<file path="config.mk">
export PLATFORM = sky130hd
export DESIGN_NAME = ctxstat_ring_writer
export DESIGN_NICKNAME = d
export VERILOG_FILES = /design/src/rtl/ctxstat_pkg.sv /design/src/rtl/ctxstat_wptr.sv /design/src/rtl/ctxstat_store.sv /design/src/rtl/ctxstat_notify.sv /design/src/rtl/ctxstat_ring_writer.sv
export SDC_FILE = /design/constraint.sdc
export NUM_CORES = 1
export LEC_CHECK = 0
export BUFFER_PORTS_ARGS = -buffer_cell sky130_fd_sc_hd__buf_2
export CAP_MARGIN = 10
export CORE_MARGIN = 2
export CORE_UTILIZATION = 30
export DETAILED_ROUTE_END_ITERATION = 10
export GPL_ROUTABILITY_DRIVEN = 0
export PLACE_DENSITY = 0.6
export RECOVER_POWER = 25
export SLEW_MARGIN = 20
export SYNTH_ARGS = -nofsm -noshare
export SYNTH_HDL_FRONTEND = slang
export SYNTH_SLANG_ARGS = --single-unit
</file>
<file path="constraint.sdc">
create_clock -name clk -period 5.4 [get_ports clk]
set_input_delay 0.54 -clock clk [delete_from_list [all_inputs] [get_ports clk]]
set_output_delay 0.54 -clock clk [all_outputs]
set_load 0.05 [all_outputs]
</file>
<file path="src/rtl/ctxstat_pkg.sv">
package ctxstat_pkg;

    parameter int unsigned RING_DEPTH = 6;
    parameter int unsigned PTR_W      = 3;
    parameter int unsigned WORD_W     = 32;
    parameter int unsigned FLAG_W     = 6;

    localparam logic [PTR_W-1:0] EMPTY_MARK = {PTR_W{1'b1}};

    // Flag bits, LSB first: idle_to_act is bit 0
    typedef struct packed {
        logic lite_restore;
        logic ctx_complete;
        logic act_to_idle;
        logic elem_switch;
        logic preempted;
        logic idle_to_act;
    } ev_flags_t;

    typedef struct packed {
        logic [WORD_W-1:0] hi;
        logic [WORD_W-1:0] lo;
    } rec_t;

    function automatic logic [PTR_W-1:0] step_ptr(input logic [PTR_W-1:0] cur);
        logic [PTR_W:0] inc;
        if (cur == EMPTY_MARK) begin
            return '0;
        end
        inc = {1'b0, cur} + 1'b1;
        if (inc >= (PTR_W+1)'(RING_DEPTH)) begin
            inc = inc - (PTR_W+1)'(RING_DEPTH);
        end
        return inc[PTR_W-1:0];
    endfunction

    function automatic rec_t build_rec(input ev_flags_t fl, input logic [WORD_W-1:0] id);
        rec_t r;
        r.lo = {{(WORD_W-FLAG_W){1'b0}}, fl};
        r.hi = id;
        return r;
    endfunction

endpackage

</file>
<file path="src/rtl/ctxstat_wptr.sv">
module ctxstat_wptr
    import ctxstat_pkg::*;
(
    input  logic             clk,
    input  logic             rst,
    input  logic             adv,
    output logic [PTR_W-1:0] ptr_q,
    output logic [PTR_W-1:0] ptr_next
);

    always_comb begin
        ptr_next = step_ptr(ptr_q);
    end

    always_ff @(posedge clk) begin
        if (rst) begin
            ptr_q <= EMPTY_MARK;
        end else if (adv) begin
            ptr_q <= ptr_next;
        end
    end

endmodule

</file>
<file path="src/rtl/ctxstat_store.sv">
module ctxstat_store
    import ctxstat_pkg::*;
#(
    parameter int unsigned DEPTH = RING_DEPTH
) (
    input  logic              clk,
    input  logic              rst,
    input  logic              we,
    input  logic [PTR_W-1:0]  waddr,
    input  rec_t              wrec,
    input  logic [PTR_W-1:0]  raddr,
    output logic [WORD_W-1:0] rlo,
    output logic [WORD_W-1:0] rhi
);

    logic [WORD_W-1:0] lo_q [DEPTH];
    logic [WORD_W-1:0] hi_q [DEPTH];

    for (genvar e = 0; e < DEPTH; e++) begin : g_entry
        logic hit;
        assign hit = we && (waddr == PTR_W'(e));
        always_ff @(posedge clk) begin
            if (rst) begin
                lo_q[e] <= '0;
                hi_q[e] <= '0;
            end else if (hit) begin
                lo_q[e] <= wrec.lo;
                hi_q[e] <= wrec.hi;
            end
        end
    end

    always_comb begin
        rlo = '0;
        rhi = '0;
        for (int e = 0; e < DEPTH; e++) begin
            if (raddr == PTR_W'(e)) begin
                rlo = lo_q[e];
                rhi = hi_q[e];
            end
        end
    end

endmodule

</file>
<file path="src/rtl/ctxstat_notify.sv">
module ctxstat_notify
    import ctxstat_pkg::*;
(
    input  logic              clk,
    input  logic              rst,
    input  logic              fire,
    input  logic              defer,
    input  logic              page_ok,
    input  rec_t              rec,
    input  logic [PTR_W-1:0]  new_ptr,
    output logic              irq,
    output logic              mir_valid,
    output logic [WORD_W-1:0] mir_lo,
    output logic [WORD_W-1:0] mir_hi,
    output logic [PTR_W-1:0]  mir_ptr
);

    always_ff @(posedge clk) begin
        if (rst) begin
            irq       <= 1'b0;
            mir_valid <= 1'b0;
            mir_lo    <= '0;
            mir_hi    <= '0;
            mir_ptr   <= '0;
        end else begin
            irq       <= fire && !defer;
            mir_valid <= fire && page_ok;
            if (fire && page_ok) begin
                mir_lo  <= rec.lo;
                mir_hi  <= rec.hi;
                mir_ptr <= new_ptr;
            end
        end
    end

endmodule

</file>
<file path="src/rtl/ctxstat_ring_writer.sv">
module ctxstat_ring_writer
    import ctxstat_pkg::*;
(
    input  logic              clk,
    input  logic              rst,
    input  logic              ev_valid,
    output logic              ev_ready,
    input  logic [FLAG_W-1:0] ev_flags,
    input  logic [WORD_W-1:0] ev_ctx_id,
    input  logic              ev_defer_irq,
    input  logic              page_ok,
    output logic [PTR_W-1:0]  wr_ptr,
    output logic [PTR_W-1:0]  rd_ptr,
    input  logic [PTR_W-1:0]  rd_idx,
    output logic [WORD_W-1:0] rd_lo,
    output logic [WORD_W-1:0] rd_hi,
    output logic              irq,
    output logic              mir_valid,
    output logic [WORD_W-1:0] mir_lo,
    output logic [WORD_W-1:0] mir_hi,
    output logic [PTR_W-1:0]  mir_ptr
);

    logic             accept;
    logic [PTR_W-1:0] ptr_next;
    rec_t             rec;

    always_ff @(posedge clk) begin
        if (rst) begin
            ev_ready <= 1'b0;
        end else begin
            ev_ready <= 1'b1;
        end
    end

    assign accept = ev_valid && ev_ready;
    assign rec    = build_rec(ev_flags_t'(ev_flags), ev_ctx_id);
    assign rd_ptr = '0;

    ctxstat_wptr u_wptr (
        .clk      (clk),
        .rst      (rst),
        .adv      (accept),
        .ptr_q    (wr_ptr),
        .ptr_next (ptr_next)
    );

    ctxstat_store #(.DEPTH(RING_DEPTH)) u_store (
        .clk   (clk),
        .rst   (rst),
        .we    (accept),
        .waddr (ptr_next),
        .wrec  (rec),
        .raddr (rd_idx),
        .rlo   (rd_lo),
        .rhi   (rd_hi)
    );

    ctxstat_notify u_notify (
        .clk       (clk),
        .rst       (rst),
        .fire      (accept),
        .defer     (ev_defer_irq),
        .page_ok   (page_ok),
        .rec       (rec),
        .new_ptr   (ptr_next),
        .irq       (irq),
        .mir_valid (mir_valid),
        .mir_lo    (mir_lo),
        .mir_hi    (mir_hi),
        .mir_ptr   (mir_ptr)
    );

endmodule

</file>
==> reports/summary.txt <==
Status: finished with violations
Failing checks: max-capacitance violations, max-slew violations
Lkg Pwr: 5.37 nW
CP max stage delay: 1.47 ns
Seq/Total Area, Yosys: 59.6%
FF+latch area: 7790 sq um
Antenna violations before repair: 0
Top routing layer used: met4
# rows: 76
Top cell type's share of synthesized area: 52.4%
Synth Flop Type: edfxtp_1
Die span in y: 213 um
Grt total ovfl: 0
Max_slew headroom: -79.7%
Post-CTS setup buffer count: 0
Number of synthesized flops with an enable pin: 228
Root buf cell: clkbuf_16
Worst hold stages: 2
Largest net degree at the start of global routing: 48
Number of DRC markers in iteration 0: 726
Longest Clk Path Bufs: 3
Most used cell, CP: ha_1
Metal2 WL: 18.6 mm
Nets@finish: 1252
Met3 WL: 2.85 mm
Slowest CP cell: ha_1
Hold Path Class: input pin to flip-flop
H-tree lvl count: 2
Filler Cell Count: 4358
Initial Util: 30.4%
Hold buffers post-CTS: 0
Mean post-synth cell area: 11.8 sq um
Kind of critical path: flip-flop to flip-flop
Drt total wl: 38.7 mm
Clock skew: 0.0155 ns
Critical Path RT: 5.56 ns
# clock sinks: 275
# setup viols final: 0
Slew Limit Fails: 179
Skew-Pair Late Insertion Delay: 0.52 ns
Global-route wire length before repair: 56.5 mm
Worst-Margin Slew: 2.70 ns
RSZ-0062 raised after global routing: no
Post-synth top area cell: edfxtp_1
Core ar.: 43000 sq um
Arr. time, crit path: 4.44 ns
TritonCTS clock tree: yes
I/O Pins: 186
Layout cells sized above 1: 15.2%
Synth area leaders: edfxtp_1, dfxtp_1, mux2i_1
Netlist Area Pre-Place: 13100 sq um
Vias per cell: 4.99
Final worst path period need: 4.28 ns
Reg2Reg Depth: 6
Area of the die: 45200 sq um
Cells after Synth: 1110
Peak fanout along the critical path: 47
Sum Neg Setup Slack: 0 ns
Final hold violations: 0
Async set or reset register ratio after synthesis: 0%
Vias: 9044
Multi-input gate area: 4510 sq um
IO buf count: 130
Pre-Repair DR Iteration Count: 5
Total power per unit cell area: 365 nW/um^2
Worst vdd ir: 0.212 mV
Crit end category: flip-flop
Total track usage: 17.0%
Area Growth Syn to Fin: 14.4%
TritonCTS Buffers: 35
HPWL Detailed: 22.8 mm
Die Wd: 213 um
Max-cap viol count: 6
Max Fclk: 0.234 GHz
Final Cell Area: 14900 sq um
CTS resizes: 0
DR WL/cell: 21.4 um
Dpl cell area: 14000 sq um
Clock transition at the registers of the reported paths: 0.06 ns
Fin crit share: 79.3%
Post-DRT Antenna Nets: 0
Flops & latches, synth: 275
Crit path cell chain: ha_1 > ha_1 > nor2_1 > or3_1 > o221ai_4 > buf_4
Yosys warnings: 0
Synth cell types: 44
Post-route DRC violation count: 0
Critical path launch point type: flip-flop
WL met1: 16.4 mm
Vias in the first global route: 8964
cell type report:
cell class              instances  share of cell area [%]
well taps                     585                    4.90
clock inverters                16                   0.703
repair buffers                159                    5.54
multi-input cells             727                    30.2
diodes                          1                  0.0167
flip-flops and latches        275                    52.1
clock buffers                  45                    6.40
inverters                       5                   0.126
registers in the layout, summed over array words and instances (netlist names):
signal and flops:
u_notify.mir_valid 1, u_wptr.ptr_q 3, u_notify.mir_hi 32, u_store.hi_q 192, u_store.lo_q 36, u_notify.irq 1, ev_ready 1, u_notify.mir_lo 6
u_notify.mir_ptr 3
final timing paths:
path	slack, ns	from	endpoint
max	1.12	u_wptr.ptr_q[0]	u_store.hi_q[0][13]
min	0.19	ev_defer_irq	u_notify.irq
min reg2reg	0.45	u_notify.mir_hi[26]	u_notify.mir_hi[26]
max reg2reg	1.12	u_wptr.ptr_q[0]	u_store.hi_q[0][13]
metrics by stage:
step | util (%) | total power [mW] | worst slack (ns) | std cells | hold slack, ns
floorplan | - | 3.11 | 0.475 | 1164 | 0.617
global placement | 32.5 | 3.33 | 1.70 | 1750 | 0.440
detailed placement | 32.5 | 3.34 | 1.70 | 1750 | 0.443
CTS | 35.0 | 5.52 | 1.66 | 1811 | 0.175
global route | 34.8 | 5.64 | 0.845 | 1812 | 0.187
finish | 34.8 | 5.46 | 1.12 | 1813 | 0.195
cell usage after synthesis, types with 2 or more instances:
| cell | number |
|---|---|
| o2111ai_1 | 2 |
| and3b_1 | 4 |
| or2_2 | 2 |
| ha_1 | 3 |
| nand3_1 | 42 |
| buf_2 | 35 |
| o2bb2ai_1 | 30 |
| clkbuf_1 | 33 |
| nor3_2 | 3 |
| nand2_1 | 96 |
| nor3b_1 | 28 |
| and2_1 | 40 |
| nand2b_1 | 39 |
| edfxtp_1 | 228 |
| nor2_1 | 70 |
| dfxtp_1 | 47 |
| and3_1 | 4 |
| mux2i_1 | 77 |
| buf_4 | 71 |
| a2bb2oi_1 | 8 |
| inv_1 | 5 |
| buf_6 | 15 |
| a21oi_1 | 82 |
| o221ai_1 | 9 |
| nor3b_2 | 10 |
| nor3_1 | 75 |
| buf_1 | 3 |
| nand3_2 | 2 |
| a221o_1 | 31 |
| o21ai_0 | 2 |
power by group:
| group | total, mW | internal (mW) | switching [mW] | leakage, nW |
|---|---|---|---|---|
| logic | 0.849 | 0.182 | 0.667 | 2.12 |
| clock network | 2.17 | 1.26 | 0.914 | 0.503 |
| registers | 2.44 | 2.40 | 0.0353 | 2.75 |
cells in the final DEF (no fill, tap or decap), types with 2 or more instances in the layout:
| cell | count |
|---|---|
| clkinv_2 | 3 |
| inv_1 | 5 |
| nor2_1 | 70 |
| nor3b_2 | 10 |
| a2bb2oi_1 | 8 |
| clkinvlp_4 | 5 |
| or2_2 | 2 |
| o2bb2ai_1 | 30 |
| nor3_1 | 75 |
| dfxtp_1 | 47 |
| clkinv_1 | 4 |
| clkinv_4 | 2 |
| and2_1 | 40 |
| nor3b_1 | 28 |
| edfxtp_1 | 228 |
| conb_1 | 55 |
| mux2i_1 | 76 |
| a21oi_4 | 2 |
| nor3_2 | 3 |
| nand3_1 | 41 |
| nand2_2 | 2 |
| nand2b_1 | 39 |
| o221ai_1 | 8 |
| ha_1 | 3 |
| clkbuf_1 | 60 |
| a21oi_1 | 80 |
| clkbuf_16 | 37 |
| buf_4 | 24 |
| a221o_1 | 31 |
| and3_2 | 2 |
| o2111ai_1 | 2 |
| and3b_1 | 3 |
| nand3_2 | 3 |
| nand2_1 | 94 |
| buf_2 | 81 |
| o21ai_0 | 2 |
| and3_1 | 2 |
kinds of logic after synthesis:
logic type               synth area share, %
AND/OR/NAND/NOR                         16.8
flip-flops                              59.6
AO/OA/AOI/OAI                           9.43
buffers and inverters                   7.89
multiplexers                            5.90
adder cells (fa/ha/maj)                0.287
other                                 0.0287
worst max-delay path: cells and delay by family (launching register included):
family                   cells  cell delay, ns
AND/OR/NAND/NOR              2            0.61
flip-flops                   1            0.60
adder cells (fa/ha/maj)      2            1.71
AO/OA/AOI/OAI                1            0.50
buffers and inverters        1            0.49
metal layers:
layer	vias to the layer above	track usage (%)
li1	4145	-
met1	4466	22.1
met2	370	27.9
met3	63	3.87
met4	0	5.59
met5	-	0
(Power assumes the default switching activity.)
